## config.mk

```make
export PLATFORM = sky130hd
export DESIGN_NAME = pwm_dbuf_gen
export DESIGN_NICKNAME = d
export VERILOG_FILES = /design/src/rtl/pwm_dbuf_pkg.sv /design/src/rtl/pwm_step_counter.sv /design/src/rtl/pwm_period_timer.sv /design/src/rtl/pwm_duty_shadow.sv /design/src/rtl/pwm_dbuf_gen.sv
export SDC_FILE = /design/constraint.sdc
export NUM_CORES = 1
export LEC_CHECK = 0
export BUFFER_PORTS_ARGS = -buffer_cell sky130_fd_sc_hd__buf_2
export CAP_MARGIN = 10
export CORE_MARGIN = 4
export CORE_UTILIZATION = 30
export DETAILED_ROUTE_END_ITERATION = 6
export SYNTH_ARGS = -nofsm -noshare
export SYNTH_HDL_FRONTEND = slang
export SYNTH_SLANG_ARGS = --single-unit
```

## constraint.sdc

```tcl
create_clock -name clk -period 5.1 [get_ports clk]
set_input_delay 0 -clock clk [delete_from_list [all_inputs] [get_ports clk]]
set_output_delay 0 -clock clk [all_outputs]
set_load 0.005 [all_outputs]
```

## src/rtl/pwm_dbuf_pkg.sv

```systemverilog
package pwm_dbuf_pkg;

   // Clamp a prescale code to the largest supported step index.
   function automatic int unsigned clamp_code(input int unsigned code, input int unsigned steps);
      return (code > steps) ? steps : code;
   endfunction

endpackage

```

## src/rtl/pwm_step_counter.sv

```systemverilog
// Fine counter: counts input clocks inside one timer step and
// provides the sub-count phase of the position about to be entered.
module pwm_step_counter #(
   parameter int FRAC_W      = 2,
   parameter int PS_SEL_W    = 2,
   parameter int PS_STEPS    = 2,
   parameter int PS_STEP_LOG = 2
) (
   input  logic                clk,
   input  logic                rst,
   input  logic [PS_SEL_W-1:0] psel,
   output logic                step,
   output logic [FRAC_W-1:0]   sub_next
);
   import pwm_dbuf_pkg::*;

   localparam int FINE_W = FRAC_W + PS_STEP_LOG * PS_STEPS;
   localparam int NSEL   = PS_STEPS + 1;
   localparam int IDX_W  = (NSEL > 1) ? $clog2(NSEL) : 1;

   logic [FINE_W-1:0] fine_q, fine_d;
   logic [FINE_W-1:0] last_opt [NSEL];
   logic [FRAC_W-1:0] sub_opt  [NSEL];
   logic [IDX_W-1:0]  idx;

   always_comb idx = IDX_W'(clamp_code(int'(psel), PS_STEPS));

   for (genvar k = 0; k < NSEL; k++) begin : g_opt
      assign last_opt[k] = FINE_W'((64'd1 << (FRAC_W + PS_STEP_LOG * k)) - 64'd1);
      assign sub_opt[k]  = fine_d[PS_STEP_LOG * k +: FRAC_W];
   end

   // >= so that a smaller prescale written mid-step still terminates
   assign step     = (fine_q >= last_opt[idx]);
   assign fine_d   = step ? '0 : fine_q + 1'b1;
   assign sub_next = sub_opt[idx];

   always_ff @(posedge clk) begin
      if (rst) fine_q <= '0;
      else     fine_q <= fine_d;
   end
endmodule

```

## src/rtl/pwm_period_timer.sv

```systemverilog
// Base period timer: advances once per step, clears after matching period.
module pwm_period_timer #(
   parameter int TMR_W = 8
) (
   input  logic             clk,
   input  logic             rst,
   input  logic             step,
   input  logic [TMR_W-1:0] period,
   output logic             wrap,
   output logic [TMR_W-1:0] tmr_q,
   output logic [TMR_W-1:0] tmr_d
);
   assign wrap = step && (tmr_q == period);

   always_comb begin
      if (wrap)      tmr_d = '0;
      else if (step) tmr_d = tmr_q + 1'b1;
      else           tmr_d = tmr_q;
   end

   always_ff @(posedge clk) begin
      if (rst) tmr_q <= '0;
      else     tmr_q <= tmr_d;
   end
endmodule

```

## src/rtl/pwm_duty_shadow.sv

```systemverilog
// Shadow copy of the duty, loaded only at a period boundary.
module pwm_duty_shadow #(
   parameter int DUTY_W = 10
) (
   input  logic              clk,
   input  logic              rst,
   input  logic              load,
   input  logic [DUTY_W-1:0] pend,
   output logic [DUTY_W-1:0] shadow_q
);
   always_ff @(posedge clk) begin
      if (rst)       shadow_q <= '0;
      else if (load) shadow_q <= pend;
   end
endmodule

```

## src/rtl/pwm_dbuf_gen.sv

```systemverilog
module pwm_dbuf_gen #(
   parameter int TMR_W       = 8,
   parameter int FRAC_W      = 2,
   parameter int PS_SEL_W    = 2,
   parameter int PS_STEPS    = 2,
   parameter int PS_STEP_LOG = 2
) (
   input  logic                      clk,
   input  logic                      rst,
   input  logic [PS_SEL_W-1:0]       prescale_sel,
   input  logic [TMR_W-1:0]          period,
   input  logic [TMR_W-1:0]          duty_hi,
   input  logic [FRAC_W-1:0]         duty_lo,
   output logic [TMR_W+FRAC_W-1:0]   duty_active,
   output logic                      pwm_out
);
   localparam int DUTY_W = TMR_W + FRAC_W;

   if (TMR_W < 1)                          begin : g_bad_tmr  $error("TMR_W must be positive");        end
   if (FRAC_W < 1)                         begin : g_bad_frac $error("FRAC_W must be positive");       end
   if (PS_STEP_LOG < FRAC_W)               begin : g_bad_log  $error("prescale step too fine");        end
   if ((2 ** PS_SEL_W) - 1 < PS_STEPS)     begin : g_bad_sel  $error("prescale code too narrow");      end

   logic                step;
   logic [FRAC_W-1:0]   sub_next;
   logic                wrap;
   logic [TMR_W-1:0]    tmr_q, tmr_d;
   logic [DUTY_W-1:0]   pend;
   logic [DUTY_W-1:0]   shadow_q;
   logic [DUTY_W-1:0]   pos_next;
   logic                pin_q, pin_d;

   assign pend = {duty_hi, duty_lo};

   pwm_step_counter #(
      .FRAC_W(FRAC_W), .PS_SEL_W(PS_SEL_W),
      .PS_STEPS(PS_STEPS), .PS_STEP_LOG(PS_STEP_LOG)
   ) u_step (
      .clk(clk), .rst(rst), .psel(prescale_sel),
      .step(step), .sub_next(sub_next)
   );

   pwm_period_timer #(.TMR_W(TMR_W)) u_tmr (
      .clk(clk), .rst(rst), .step(step), .period(period),
      .wrap(wrap), .tmr_q(tmr_q), .tmr_d(tmr_d)
   );

   pwm_duty_shadow #(.DUTY_W(DUTY_W)) u_shadow (
      .clk(clk), .rst(rst), .load(wrap), .pend(pend), .shadow_q(shadow_q)
   );

   // Compare against the position entered at this edge, so that the
   // high time equals duty * prescale clocks exactly.
   assign pos_next = {tmr_d, sub_next};

   always_comb begin
      if (wrap)                       pin_d = (pend != '0);
      else if (pos_next == shadow_q)  pin_d = 1'b0;
      else                            pin_d = pin_q;
   end

   always_ff @(posedge clk) begin
      if (rst) pin_q <= 1'b0;
      else     pin_q <= pin_d;
   end

   assign pwm_out     = pin_q;
   assign duty_active = shadow_q;
endmodule

```

### Word-level counts from Yosys, hierarchy flattened

Index checks and enable logic that the tools add are counted.

| storage, ports and cells | value |
|---|---|
| register bits after elaboration | 25 |
| output and inout port bits | 11 |
| bits of input ports | 22 |

| operators by class | value |
|---|---|
| muxes and demuxes | 12 |
| add/subtract/negate cells | 2 |
| order comparisons | 3 |
| bitwise operators | 1 |
| reduce and logical (&&, ||, !) cells | 3 |
| eq/ne operators | 2 |

Operators with widths:

| kind | number |
|---|---|
| $mux 6 | 3 |
| $mux 8 | 2 |
| $bmux 6 s2 | 1 |
| $eq 10x10->1 | 1 |
| $reduce_bool 10->1 | 1 |
| $add 8x1->8 const B | 1 |
| $eq 8x8->1 | 1 |
| $add 6x1->6 const B | 1 |
| $ge 6x6->1 | 1 |
| $mux 2 | 3 |
| $bmux 2 s2 | 1 |
| $ge 3x3->1 const B | 1 |
| $not 2->3 | 1 |
| $gt 2x2->1 const B | 1 |
| $mux 1 | 2 |
| $reduce_bool 2->1 | 1 |
| $logic_and 1x1->1 | 1 |

### Longest topological paths before layout

Gate-level depths: netlist (run 1).

| logic depth | value |
|---|---|
| depth in word-level cells | 14 |
| mapped depth | 10 |

### Modules after synthesis

A second synthesis (run 1) with hierarchy kept.

| second synthesis, totals | value |
|---|---|
| cells, all modules | 149 |
| area total of the unflattened synthesis | 1,395.1 um^2 |

Modules (own cells, without submodules):

| module | times used | area each (um^2) | cells each | seq. area each (um^2) |
|---|---|---|---|---|
| pwm_period_timer | 1 | 488.0 | 57 | 160.2 |
| pwm_step_counter | 1 | 374.1 | 40 | 120.1 |
| pwm_duty_shadow | 1 | 352.8 | 32 | 200.2 |
| pwm_dbuf_gen | 1 | 180.2 | 20 | 20.0 |

### Worst setup path after synthesis (run 1)

No wires, ideal clock.

| timing path | value |
|---|---|
| kind | register to register |
| from | register u_step.fine_q[5] |
| to | register pin_q (netlist: pwm_out) |
| path slack | 2.710 ns |
| arrival | 2.260 ns |
| setup time | 0.130 ns |
| stages on the path, launching flop included | 10 |
| path through | dfxtp_1 ha_1 or2_2 a221oi_4 or2_1 buf_4 nor4b_2 or3_1 a2111oi_2 a21oi_1 |

| between the ends | value |
|---|---|
| word-level cells in the longest chain between the ends | 7 |
| elaborated cells on any way between the ends | 12 |
| those cells by class | add/sub (1); order compare (1); eq/ne (1); mux (7); reduce/logical (2) |

Ends and longest elaborated chain:

| what | RTL line | source |
|---|---|---|
| from (decl) | pwm_step_counter.sv:21 | `logic [FINE_W-1:0] fine_q, fine_d;` |
| from (signal assigned) | pwm_step_counter.sv:40 | `else fine_q <= fine_d;` |
| $add 6x1->6 or $ge 6x6->1 (tied branches) | pwm_step_counter.sv:35, pwm_step_counter.sv:34 |  |
| $mux 6 | pwm_step_counter.sv:35 | `assign fine_d = step ? '0 : fine_q + 1'b1;` |
| $bmux 2 s2 | pwm_step_counter.sv:36 | `assign sub_next = sub_opt[idx];` |
| $mux 2 (not written as such) (2 in a row) | pwm_step_counter.sv:36 |  |
| $eq 10x10->1 | pwm_dbuf_gen.sv:58 | `else if (pos_next == shadow_q) pin_d = 1'b0;` |
| $reduce_bool 2->1 (no source line) | n/a |  |
| to (signal assigned) | pwm_dbuf_gen.sv:64 | `else pin_q <= pin_d;` |
| to (decl) | pwm_dbuf_gen.sv:31 | `logic pin_q, pin_d;` |

Several ways; a longest one is shown, not always the timed one. The select of a mux whose other input is x is not followed.
A chain may end at the register's enable or synchronous reset.

### Final worst setup path (run 1)

Same ends and word-level chain as after synthesis.

==> results of run 1 <==
[placed cells by master (no fill, tap or decap), types with 3 or more instances in the layout]
master and n:
buf_2 32, nand2_1 31, dfxtp_1 25, a21oi_1 18, nor2_1 16, dlygate4sd3_1 10, xor2_1 9, o21ai_0 9
nor3_1 7, nand3_1 6, xnor2_1 5, ha_1 5, or3_1 4, nor2b_1 4, a211oi_1 4, or2_2 3
o41ai_1 3, o21a_1 3, o22ai_1 3, o211ai_1 3, or4_1 3, nand2b_1 3, clkbuf_8 3
[critical path, cell delays in order (launching register included)]
cell	delay (ps)
dfxtp_1	350
ha_1	220
or2_2	340
a221oi_4	380
or2_1	370
nor4b_2	120
or3_1	330
a2111oi_2	350
a21oi_1	100
[logic make-up (layout without fill, tap and decap cells)]
kind of cell               Yosys count  after routing  share of synthesized area
AOI/OAI and AO/OA                   58             58                      0.249
xor gates and xnor gates            15             15                     0.0814
adders and majority gates            5              5                     0.0367
buffers and inverters               13             49                     0.0462
DFF                                 25             25                      0.293
muxes                                2              2                     0.0117
and+or+nand+nor                     93             93                      0.282
[sequential cells by signal (all words and copies together), names as in the netlist]
name / count
u_shadow.shadow_q: 10
u_step.fine_q: 6
u_tmr.tmr_q: 8
pwm_out: 1
[cells in the mapped netlist (2+ instances only)]
cell	number
a21oi_1	18
nor3b_1	2
or4_1	3
nor2_1	16
or2_1	2
a32o_1	2
o41ai_1	3
xor2_1	9
nor4_1	2
nand4b_1	2
mux2i_1	2
clkbuf_1	5
xnor2_1	5
nor2b_1	4
dfxtp_1	25
nand3_1	6
o21a_1	3
and3_1	2
o211ai_1	3
o21ai_0	9
nand2_1	31
o22ai_1	3
inv_1	2
o311a_1	2
a211oi_1	4
or2_2	3
buf_4	2
nor4_2	2
nand2b_1	3
ha_1	5
nor3_1	7
or3_1	4
buf_6	3
[area by class of cell]
type / count / share of cell area
clock buffer: 3 / 0.0202
clock inverter: 1 / 0.00368
inverter: 2 / 0.00368
multi-input combinational: 173 / 0.552
sequential: 25 / 0.245
tap: 72 / 0.0441
timing repair buffer: 43 / 0.131
[timing repair]
item,in CTS,in global routing
hold endpoints to repair,10,0
hold buffers,10,0
buffers inserted,0,0
[through the flow]
step	hold WS, ps	instances	util
2_1_floorplan	136	211	-
3_3_place_gp	258	305	0.344
3_5_place_dp	262	305	0.344
4_1_cts	160	319	0.371
5_1_grt	178	319	0.371
6_report	171	319	0.371
[worst paths after layout]
check / slack (ps) / from / to / cells after the start
worst max register to register: 2420 / u_step.fine_q[5]$_SDFF_PP0_ / pwm_out$_SDFFE_PP0P_ / 8
worst min-delay path: 170 / rst / u_tmr.tmr_q[7]$_SDFF_PP0_ / 2
worst min register to register: 480 / u_shadow.shadow_q[1]$_SDFFE_PP0N_ / u_shadow.shadow_q[1]$_SDFFE_PP0N_ / 2
worst max-delay path: 2420 / u_step.fine_q[5]$_SDFF_PP0_ / pwm_out$_SDFFE_PP0P_ / 8
[power groups by stage]
| stage | registers [W] | logic [W] | clock network (W) |
|---|---|---|---|
| floorplan | 0.000209 | 0.0000460 | 0 |
| global placement | 0.000213 | 0.0000623 | 0 |
| detailed placement | 0.000213 | 0.0000622 | 0 |
| CTS | 0.000208 | 0.0000682 | 0.000126 |
| global route | 0.000210 | 0.0000750 | 0.000135 |
| finish | 0.000208 | 0.0000687 | 0.000125 |
[per-layer routing]
metal	vias up	part of all wire	global-route usage
li1	849	-	-
met3	6	0.056	0.0278
met5	-	0	0
met4	0	0.015	0.0431
met1	763	0.48	0.186
met2	54	0.45	0.212
==> results.yml, run 1 <==
status:
  status: "complete, no violations"
route:
  vias_per_cell: 5.24
  vias: 1672
  drt_iter0_markers: 206
  drt-total-wl_um: 4670
  drc_errors: 0
  drtPass1Iterations: 4
  drtAntennaViolNets: 0
  avgRoutedWirePerCell_um: 14.6
power:
  p_comb_frac: 0.171
  cellInternalPower_w: 0.000289
  switching_share: 0.280
  p_per_area_nw_per_um2: 197
  ir_drop_mv: 0.0808
  seq_power_share: 0.519
  switching_power_w: 0.000112
  power_frac_clock: 0.310
  p_total_w: 0.000402
  leakage_nw: 0.760
clocking:
  htreeDepth: 1
  worstSkewPairLatency_ps: 270
  cts_buffers: 3
  cts-resized-gates: 0
  cts.sinks: 25
  clk_pin_slew_ps: 100
  root_buffer: "clkbuf_8"
  clockBufferDepth: 2
  cts_tree: "done"
sta:
  finalCritPeriodShare: 0.526
  layout_setup_ws_ps: 2420
  max_slew_margin: 0.539
  worst_slew_pin_slew_ps: 689
  rsz0062_at_grt: "no"
  fin_skew_ps: 7.77
  max_freq_mhz: 373
  finalCriticalPeriod_ps: 2680
  setup_violations: 0
  setup_tns_ps: 0
  finalHoldViolCount: 0
  slew_viol_final: 0
setup_path:
  crit_path_start_kind: "flip-flop"
  crit_type: "flip-flop to flip-flop"
  arrival_ps: 2840
  cp.required_ps: 5260
  cp-end-kind: "flip-flop"
  cp_max_fo: 10
layout:
  seq_area_um2: 500
  fin_nets: 275
  drive_gt1_frac: 0.198
  antenna_cells: 0
  multi_input_area_um2: 1130
  fin_area_um2: 2040
  syn_to_final_growth_pct: 19.7
  fill_cells: 573
logic_synthesis:
  synth.distinct_cells: 50
  synth_seq_cells: 25
  ys_seq_area_frac: 0.293
  synth.area.top_cells: "dfxtp_1 (29%), nand2_1 (6.8%), a21oi_1 (5.3%), xor2_1 (4.6%), ha_1 (3.7%)"
  syn_avg_cell_area_um2: 8.08
  synthFlopType: "dfxtp_1"
  syn_area_um2: 1710
  synth_top_area_cell: "dfxtp_1"
  yosysWarnings: 0
  synthArstFlopShare: 0
  synth_edf_count: 0
  yosys.area.top_type_share: 0.293
  syn_inst: 211
  syn_nets: 238
floorplanning:
  dieArea_um2: 6950
  rows: 27
  die_w_um: 83.4
  initial_core_util: 0.310
  ios: 33
  die_h_um: 83.4
  core-area_um2: 5510
job:
  cap_violations: 0
placement:
  post-dp-hpwl_um: 3460
  dpl_cell_area_um2: 1890
  place_worst_setup_slack_ps: 2440
  gp_congestion: 0.892
  portBuffers: 32
grt:
  grt_pass1_vias: 1542
  grt_usage: 0.136
  antenna_found_initial: 0
  grt_max_degree: 26
  gr-total-overflow: 0
  grt_pass1_wl_um: 7770
min_path:
  hp-class: "primary input to flip-flop"
(Power assumes the default switching activity.)
==> run 2: changes to the inputs <==
==> constraint.sdc (replaced) <==
create_clock -name clk -period 2.3 [get_ports clk]
set_input_delay 0 -clock clk [delete_from_list [all_inputs] [get_ports clk]]
set_output_delay 0 -clock clk [all_outputs]
set_load 0.005 [all_outputs]
==> results.yml, run 2 (same netlist as run 1, synthesis figures left out) <==
sta:
  fin_skew_ps: 3.37
  finalCritPeriodShare: 0.969
  max_freq_mhz: 449
  rsz0062_at_grt: "yes"
  setup_violations: 0
  max_slew_margin: 0.671
  worst_slew_pin_slew_ps: 493
  finalHoldViolCount: 0
  slew_viol_final: 0
  finalCriticalPeriod_ps: 2230
setup_path:
  r2r_cells: 8
  crit_path_start_kind: "flip-flop"
  cp_max_fo: 6
  crit_type: "flip-flop to flip-flop"
  cp-end-kind: "flip-flop"
  cp.required_ps: 2460
  reg2reg_slack_ps: 70
  arrival_ps: 2390
placement:
  portBuffers: 32
  post-dp-hpwl_um: 3810
  gp_congestion: 0.862
  placed_cells: 340
floorplanning:
  rows: 27
  ios: 33
  initial_core_util: 0.310
  die_h_um: 83.4
  core-area_um2: 5510
  dieArea_um2: 6950
  die_w_um: 83.4
power:
  p_total_w: 0.000942
  p_per_area_nw_per_um2: 378
  leakage_nw: 0.995
  ir_drop_mv: 0.225
clocking:
  htreeDepth: 1
  clk_pin_slew_ps: 90
  cts_buffers: 3
  root_buffer: "clkbuf_8"
  clockBufferDepth: 2
  cts_tree: "done"
  worstSkewPairLatency_ps: 280
  cts.sinks: 25
grt:
  grt_pass1_vias: 1736
  grt_usage: 0.144
  antenna_found_initial: 0
  gr-total-overflow: 0
  grt_max_degree: 26
  grt_pass1_wl_um: 8300
route:
  vias_per_cell: 5.18
  drt-total-wl_um: 5180
  vias: 1866
  avgRoutedWirePerCell_um: 14.4
  drt_iter0_markers: 153
  drtPass1Iterations: 4
  drtAntennaViolNets: 0
  drc_errors: 0
status:
  status: "complete, no violations"
job:
  cap_violations: 0
layout:
  drive_gt1_frac: 0.378
  fin_nets: 316
  antenna_cells: 0
  final_cell_mix: "buf_4 (42), nand2_1 (31), buf_2 (31), dfxtp_1 (20), a21oi_1 (17)"
  largest_reg_flops: 10
  stdcell_count: 360
  syn_to_final_growth_pct: 46.0
  final_common_cell: "buf_4"
  largest_register: "u_shadow.shadow_q"
  fill_cells: 568
  top_regs: "u_shadow.shadow_q (10), u_tmr.tmr_q (8), u_step.fine_q (6)"
min_path:
  whs_path_depth: 3
  hp-class: "primary input to flip-flop"
==> run 2: changes by cell type in the layout (fill, tap and decap cells not counted), moves of 3 or more <==
cell	change
nor4_4	+3
dfxtp_2	+5
buf_4	+41
dfxtp_1	-5
xor2_1	-3
xor2_2	+3
==> run 2: power breakdown <==
group,internal (W),switching (W)
registers,0.000443,0.0000102
logic,0.000111,0.000104
clock network,0.000122,0.000152
==> run 2: path summary, 6_finish.rpt <==
check / end / from
max: pwm_out$_SDFFE_PP0P_ / u_step.fine_q[4]$_SDFF_PP0_
min: u_shadow.shadow_q[3]$_SDFFE_PP0N_ / duty_hi[1]
max reg2reg: pwm_out$_SDFFE_PP0P_ / u_step.fine_q[4]$_SDFF_PP0_
min reg2reg: u_shadow.shadow_q[8]$_SDFFE_PP0N_ / u_shadow.shadow_q[8]$_SDFFE_PP0N_
==> run 2: stage by stage <==
stage	hold WS (ps)	cell area (µm²)	setup TNS, ps	worst slack, ps	util
CTS	163	2330	0	2.06	0.423
floorplan	136	1710	0	23.7	-
global placement	253	2160	-43.8	-43.8	0.392
detailed placement	259	2160	-93.3	-93.3	0.392
finish	104	2490	0	70.4	0.452
global route	141	2490	-3.36	-3.36	0.452
==> run 2: layout make-up <==
| class | count | area (µm²) | share of cell area |
|---|---|---|---|
| Sequential cell | 25 | 507 | 0.204 |
| Clock inverter | 1 | 5.00 | 0.00201 |
| Tap cell | 72 | 90.1 | 0.0362 |
| Inverter | 2 | 7.51 | 0.00302 |
| Timing Repair Buffer | 84 | 584 | 0.235 |
| Multi-Input combinational cell | 173 | 1250 | 0.504 |
| Clock buffer | 3 | 41.3 | 0.0166 |
==> run 2: critical path, cell delays in order (launching register included) <==
cell       delay (ps)
dfxtp_2           330
ha_2              160
or2_4             260
a221oi_4          310
or2_4             250
nor4b_4            70
or3_4             340
a2111oi_4         300
a21oi_1           100
==> run 2: timing repair <==
action / 4_1_cts / 5_1_grt
endpoints found under the hold margin: 10 / 0
hold buffers: 10 / 0
resized for setup: 4 / 25
setup endpoints to repair: 1 / 1
setup buffers: 0 / 7
pin swaps: 0 / 14
==> run 2: metal layers <==
metal  up-vias  track usage  wire length [µm]
li1        928            -                 -
met1       867        0.197              2400
met2        66        0.230              2400
met3         5       0.0288               333
met4         0       0.0386                46
met5         -            0                 0
